File: src/rtl/ipc_mbox_pkg.sv
package ipc_mbox_pkg;
  localparam int WORD_W = 32;
  localparam logic [WORD_W-1:0] INVALID_WORD = 32'hFFFF_FFFF;

  // host word addresses
  localparam int RD_LO_A = 'h20;
  localparam int RD_HI_A = 'h23;
  localparam int PEEK_A  = 'h24;
  localparam int STAT_A  = 'h26;
  localparam int CFG_A   = 'h27;

  // status fields
  localparam int ST_FULL_B  = 31;
  localparam int ST_EMPTY_B = 30;
  localparam int LVL_W      = 8;

  // config fields
  localparam int CFG_EN_B   = 0;
  localparam int CFG_PEND_B = 4;
  localparam int ERR_OWN_B  = 8;
  localparam int ERR_OVF_B  = 9;
  localparam int ERR_UNF_B  = 10;
endpackage

File: src/rtl/ipc_mbox_fifo.sv
module ipc_mbox_fifo #(
  parameter int DEPTH = 8,
  parameter int DW    = 32,
  parameter int CW    = $clog2(DEPTH + 1),
  parameter logic [DW-1:0] EMPTY_WORD = '1
) (
  input  logic          clk_i,
  input  logic          rst_ni,
  input  logic          push_i,
  input  logic [DW-1:0] data_i,
  input  logic          pop_i,
  output logic [DW-1:0] head_o,
  output logic [CW-1:0] count_o,
  output logic          full_o,
  output logic          empty_o,
  output logic          drop_o
);
  localparam int PW = (DEPTH > 1) ? $clog2(DEPTH) : 1;

  logic [DW-1:0] slot_q [DEPTH];
  logic [PW-1:0] wr_ptr_q, rd_ptr_q;
  logic [CW-1:0] cnt_q;
  logic          do_push, do_pop;

  function automatic logic [PW-1:0] ptr_inc(input logic [PW-1:0] p);
    return (p == PW'(DEPTH - 1)) ? '0 : p + 1'b1;
  endfunction

  assign full_o  = (cnt_q == CW'(DEPTH));
  assign empty_o = (cnt_q == '0);
  assign do_pop  = pop_i && !empty_o;
  // a pop in the same cycle frees a slot for the push
  assign do_push = push_i && (!full_o || do_pop);
  assign drop_o  = push_i && full_o && !do_pop;

  for (genvar g = 0; g < DEPTH; g++) begin : g_slot
    always_ff @(posedge clk_i or negedge rst_ni) begin
      if (!rst_ni)                                slot_q[g] <= EMPTY_WORD;
      else if (do_push && wr_ptr_q == PW'(g))     slot_q[g] <= data_i;
    end
  end

  always_ff @(posedge clk_i or negedge rst_ni) begin
    if (!rst_ni) begin
      wr_ptr_q <= '0;
      rd_ptr_q <= '0;
      cnt_q    <= '0;
    end else begin
      if (do_push) wr_ptr_q <= ptr_inc(wr_ptr_q);
      if (do_pop)  rd_ptr_q <= ptr_inc(rd_ptr_q);
      case ({do_push, do_pop})
        2'b10:   cnt_q <= cnt_q + 1'b1;
        2'b01:   cnt_q <= cnt_q - 1'b1;
        default: cnt_q <= cnt_q;
      endcase
    end
  end

  assign head_o  = empty_o ? EMPTY_WORD : slot_q[rd_ptr_q];
  assign count_o = cnt_q;
endmodule

File: src/rtl/ipc_mbox_csr.sv
module ipc_mbox_csr
  import ipc_mbox_pkg::*;
#(
  parameter int AW = 8,
  parameter int CW = 4
) (
  input  logic              clk_i,
  input  logic              rst_ni,
  input  logic [AW-1:0]     addr_i,
  input  logic              rd_i,
  input  logic              wr_i,
  input  logic              wen_bit_i,
  input  logic [WORD_W-1:0] head_i,
  input  logic [CW-1:0]     count_i,
  input  logic              full_i,
  input  logic              empty_i,
  input  logic              drop_i,
  output logic [WORD_W-1:0] rdata_o,
  output logic              pop_o,
  output logic              irq_o
);
  logic hit_rd, hit_peek, hit_stat, hit_cfg;
  logic rd_act, cfg_wr, unf_evt;
  logic en_q, ovf_q, unf_q;
  logic [WORD_W-1:0] stat_w, cfg_w;

  assign hit_rd   = (addr_i >= AW'(RD_LO_A)) && (addr_i <= AW'(RD_HI_A));
  assign hit_peek = (addr_i == AW'(PEEK_A));
  assign hit_stat = (addr_i == AW'(STAT_A));
  assign hit_cfg  = (addr_i == AW'(CFG_A));

  // write strobe wins over a simultaneous read
  assign rd_act  = rd_i && !wr_i;
  assign cfg_wr  = wr_i && hit_cfg;
  assign pop_o   = rd_act && hit_rd;
  assign unf_evt = pop_o && empty_i;

  always_ff @(posedge clk_i or negedge rst_ni) begin
    if (!rst_ni) begin
      en_q  <= 1'b0;
      ovf_q <= 1'b0;
      unf_q <= 1'b0;
    end else begin
      if (cfg_wr) en_q <= wen_bit_i;
      ovf_q <= (ovf_q && !cfg_wr) || drop_i;
      unf_q <= (unf_q && !cfg_wr) || unf_evt;
    end
  end

  always_comb begin
    stat_w = '0;
    stat_w[ST_FULL_B]  = full_i;
    stat_w[ST_EMPTY_B] = empty_i;
    stat_w[LVL_W-1:0]  = LVL_W'(count_i);
  end

  always_comb begin
    cfg_w = '0;
    cfg_w[CFG_EN_B]   = en_q;
    cfg_w[CFG_PEND_B] = !empty_i;
    cfg_w[ERR_OWN_B]  = 1'b0;
    cfg_w[ERR_OVF_B]  = ovf_q;
    cfg_w[ERR_UNF_B]  = unf_q;
  end

  always_comb begin
    rdata_o = '0;
    if (hit_rd || hit_peek) rdata_o = head_i;
    else if (hit_stat)      rdata_o = stat_w;
    else if (hit_cfg)       rdata_o = cfg_w;
  end

  assign irq_o = en_q && !empty_i;
endmodule

File: src/rtl/ipc_mailbox.sv
module ipc_mailbox
  import ipc_mbox_pkg::*;
#(
  parameter int DEPTH = 8,
  parameter int AW    = 8
) (
  input  logic              clk_i,
  input  logic              rst_ni,
  input  logic [AW-1:0]     addr_i,
  input  logic              rd_i,
  input  logic              wr_i,
  input  logic [WORD_W-1:0] wdata_i,
  output logic [WORD_W-1:0] rdata_o,
  input  logic              push_i,
  input  logic [WORD_W-1:0] push_data_i,
  output logic              full_o,
  output logic              irq_o
);
  localparam int CW = $clog2(DEPTH + 1);

  logic [WORD_W-1:0] head_w;
  logic [CW-1:0]     fifo_cnt;
  logic              empty_w, drop_w, pop_w;
  logic              unused_wdata;

  assign unused_wdata = ^wdata_i[WORD_W-1:1];

  ipc_mbox_fifo #(
    .DEPTH(DEPTH), .DW(WORD_W), .CW(CW), .EMPTY_WORD(INVALID_WORD)
  ) u_fifo (
    .clk_i, .rst_ni,
    .push_i, .data_i(push_data_i), .pop_i(pop_w),
    .head_o(head_w), .count_o(fifo_cnt), .full_o,
    .empty_o(empty_w), .drop_o(drop_w)
  );

  ipc_mbox_csr #(.AW(AW), .CW(CW)) u_csr (
    .clk_i, .rst_ni,
    .addr_i, .rd_i, .wr_i, .wen_bit_i(wdata_i[0]),
    .head_i(head_w), .count_i(fifo_cnt), .full_i(full_o),
    .empty_i(empty_w), .drop_i(drop_w),
    .rdata_o, .pop_o(pop_w), .irq_o
  );
endmodule

File: config.mk
export PLATFORM = sky130hd
export DESIGN_NAME = ipc_mailbox
export DESIGN_NICKNAME = d
export VERILOG_FILES = /design/src/rtl/ipc_mbox_pkg.sv /design/src/rtl/ipc_mbox_fifo.sv /design/src/rtl/ipc_mbox_csr.sv /design/src/rtl/ipc_mailbox.sv
export SDC_FILE = /design/constraint.sdc
export NUM_CORES = 1
export LEC_CHECK = 0
export ABC_AREA = 1
export BUFFER_PORTS_ARGS = -buffer_cell sky130_fd_sc_hd__buf_2
export CORE_MARGIN = 2
export CORE_UTILIZATION = 40
export CTS_BUF_LIST = sky130_fd_sc_hd__clkbuf_8
export DETAILED_ROUTE_END_ITERATION = 8
export PLACE_DENSITY = 0.66
export REMOVE_ABC_BUFFERS = 1
export SYNTH_ARGS = -nofsm -noshare
export SYNTH_HDL_FRONTEND = slang
export SYNTH_SLANG_ARGS = --single-unit
File: constraint.sdc
create_clock -name clk_i -period 2.8 [get_ports clk_i]
set_input_delay 0.28 -clock clk_i [delete_from_list [all_inputs] [get_ports clk_i]]
set_output_delay 0.28 -clock clk_i [all_outputs]
set_load 0.01 [all_outputs]
==> results.yml <==
status:
  status: "finished clean"
synthesis:
  synthTopCellsByArea: "dfstp_2 (49%), o21ai_0 (15%), nand2_1 (13%), inv_1 (5.2%), a21oi_1 (4.7%)"
  synth_cell_types: 28
  synth_edf_count: 0
  synthFlopType: "dfstp_2"
  synth_top_area_share_pct: 49.4
  synth.largest_area_cell: "dfstp_2"
  synth_async_sr_flop_share_pct: 100
  syn_avg_cell_area_sq_um: 7.82
  yosysSeqAreaShare_pct: 51.8
  ys_ff_latch: 269
  ys_warn_count: 0
  syn_area_sq_um: 13600
  synth_cells: 1740
place:
  io_buffers: 79
  dpl_cell_area_sq_um: 14500
  dp_hpwl_microns: 22400
  post-place-ws_ns: 0.567
  gp_congestion: 0.829
finish:
  area_growth_pct: 16.1
  layout_commonest_cell: "nand2_1"
  drive_above_1_share_pct: 25.9
  antenna_cells: 0
  postLayoutCellArea_sq_um: 15800
  fin_nets: 1889
  n_fill_cell: 3288
  layout_common_cells: "nand2_1 (457), o21ai_0 (398), dfstp_2 (256), inv_1 (200), a21oi_1 (129)"
setup_path:
  timing.rr.start: "u_fifo.count_o[0]$_DFFE_PN0P_"
  cp-startpoint: "u_fifo.count_o[0]$_DFFE_PN0P_"
  required_ns: 2.52
  cp.arrival_ns: 2.40
  worst-setup-path-type: "reg2out"
  critPathMaxFanout: 18
  worstSetupEndpointType: "output pin"
  startpoint_type: "flip-flop"
clock_network:
  clkTransAtPathRegs_ns: 0.06
  cts_inserted_buffers: 47
  ctsRootBufferMaster: "clkbuf_8"
  clock_latency_ns: 0.55
  clock-sinks: 269
  cts_tree: "done"
  htree_levels: 2
  cts_buffer_depth: 3
sta:
  rsz0062_at_grt: "no"
  finalSetupViolCount: 0
  report.final.hold_viol_count: 0
  post-route-period-util_pct: 95.8
  drv_slew: 0
  fmax_ghz: 0.373
  fin_ws_ns: 0.117
  tightest_slew_ns: 0.782
  layout_min_cycle_time_ns: 2.68
  timing.slew.headroom_pct: 47.8
  fin_skew_ns: 0.0189
global_routing:
  grt_pass1_wl_microns: 62000
  grt_antenna_before_repair: 1
  grt_pass1_vias: 11400
  grtUsageTotal_pct: 21.6
  grt.overflow.total: 0
  grt_max_degree: 78
power_and_ir_drop:
  ir_worst_vdd_v: 0.000438
  powerDensity_nw_per_um2: 1030
  power.total_uw: 16300
  p_leak_uw: 0.00718
detailed_routing:
  wl_per_cell_microns: 16.7
  vias_per_cell: 5.17
  wl_microns: 38100
  drcViolationCount: 0
  ant_nets: 0
  drtIter0Drc: 850
  dr.pass1.iters: 5
  dr_total_vias: 11800
floorplanning:
  dieArea_sq_um: 35500
  rows: 67
  die_y_microns: 188
  boundaryPins: 111
  start_util_pct: 40.6
  core_area_sq_um: 33500
  fp.dieW_microns: 188
min_path:
  min_path_type: "in2reg"
  min_from: "push_data_i[30]"
job:
  cap_violations: 0
-- routing by layer --
metal / GRT usage [%] / share of wire, % / wire length, microns
met1: 30.4 / 45 / 17300
met2: 34.6 / 46 / 17600
met3: 3.37 / 6.6 / 2520
met4: 5.95 / 2.0 / 757
met5: 0 / 0.034 / 13
-- power by group --
group,switching [uW],internal [uW],leakage (uW)
logic,3410,1670,0.00381
clock network,1600,2040,0.000552
registers,709,6920,0.00282
-- layout make-up --
| cell class | count | area, sq um | area share, % |
|---|---|---|---|
| repair buffers | 164 | 1260 | 7.97 |
| flip-flops and latches | 269 | 7060 | 44.7 |
| clock buffers | 65 | 895 | 5.66 |
| clock inverters | 17 | 68.8 | 0.435 |
| well taps | 448 | 561 | 3.55 |
| inverters | 189 | 712 | 4.50 |
| multi-input cells | 1132 | 5250 | 33.2 |
-- worst max-delay path, cell delays in order (launching register included) --
cell and delay, ns:
dfrtp_1 0.41, nor2_1 0.30, nand3_4 0.33, buf_4 0.31, nand4_1 0.17, o21ai_0 0.12
inv_1 0.08, buf_2 0.12
-- what timing repair did --
item | 4_1_cts | 5_1_grt
resized for setup | 0 | 4
buffers inserted | 0 | 1
hold buffers | 32 | 0
endpoints found under the hold margin | 112 | 0
endpoints found under the setup margin | 0 | 19
-- cell usage after synthesis (4+ instances only) --
library cell    n
a21oi_1       129
buf_1          24
buf_2          37
buf_4           4
clkbuf_1       81
dfrtp_1        13
dfstp_2       256
ha_1            9
inv_1         187
nand2_1       457
nand3_1       100
nand4_1         5
nor2_1         12
nor2_2          5
o21ai_0       398
-- metrics by stage --
| step | setup TNS [ns] | utilization, % | hold WS, ns | instances |
|---|---|---|---|---|
| after floorplan | -65.99 | - | -0.0156 | 1590 |
| after global placement | 0 | 43.2 | 0.306 | 2169 |
| after detailed placement | 0 | 43.2 | 0.306 | 2169 |
| after CTS | 0 | 47.0 | 0.00175 | 2283 |
| after global routing | 0 | 47.1 | 0.0203 | 2284 |
| final | 0 | 47.1 | 0.0166 | 2284 |
-- worst paths after layout --
| check | endpoint | slack, ns | cells past startpoint |
|---|---|---|---|
| max in group asynchronous | u_fifo.slot_q[235]$_DFFE_PN1P_ | 1.52 | 3 |
| max | rdata_o[0] | 0.12 | 7 |
| min | u_fifo.slot_q[222]$_DFFE_PN1P_ | 0.02 | 3 |
| min in group asynchronous | u_fifo.wr_ptr_q[0]$_DFFE_PN0P_ | 0.33 | 2 |
| max reg2reg | u_fifo.slot_q[49]$_DFFE_PN1P_ | 0.64 | 8 |
| min reg2reg | u_fifo.slot_q[139]$_DFFE_PN1P_ | 0.47 | 2 |
-- cell families (layout without fill, tap and decap cells) --
| group | Yosys count | in the layout | share of synthesized area, % |
|---|---|---|---|
| buffers and inverters | 339 | 435 | 9.88 |
| XOR/XNOR | 1 | 1 | 0.0644 |
| AND/OR/NAND/NOR | 588 | 588 | 17.7 |
| AO/OA/AOI/OAI | 534 | 534 | 19.7 |
| flip-flops | 269 | 269 | 51.8 |
| adder cells (fa/ha/maj) | 9 | 9 | 0.827 |
-- flip-flops by register name, summed over array words and instances (netlist names) --
register         flops
u_csr.en_q           1
u_fifo.rd_ptr_q      3
u_fifo.slot_q      256
u_fifo.count_o       4
u_csr.unf_q          1
u_csr.ovf_q          1
u_fifo.wr_ptr_q      3
Power figures use the tool's default switching activity.
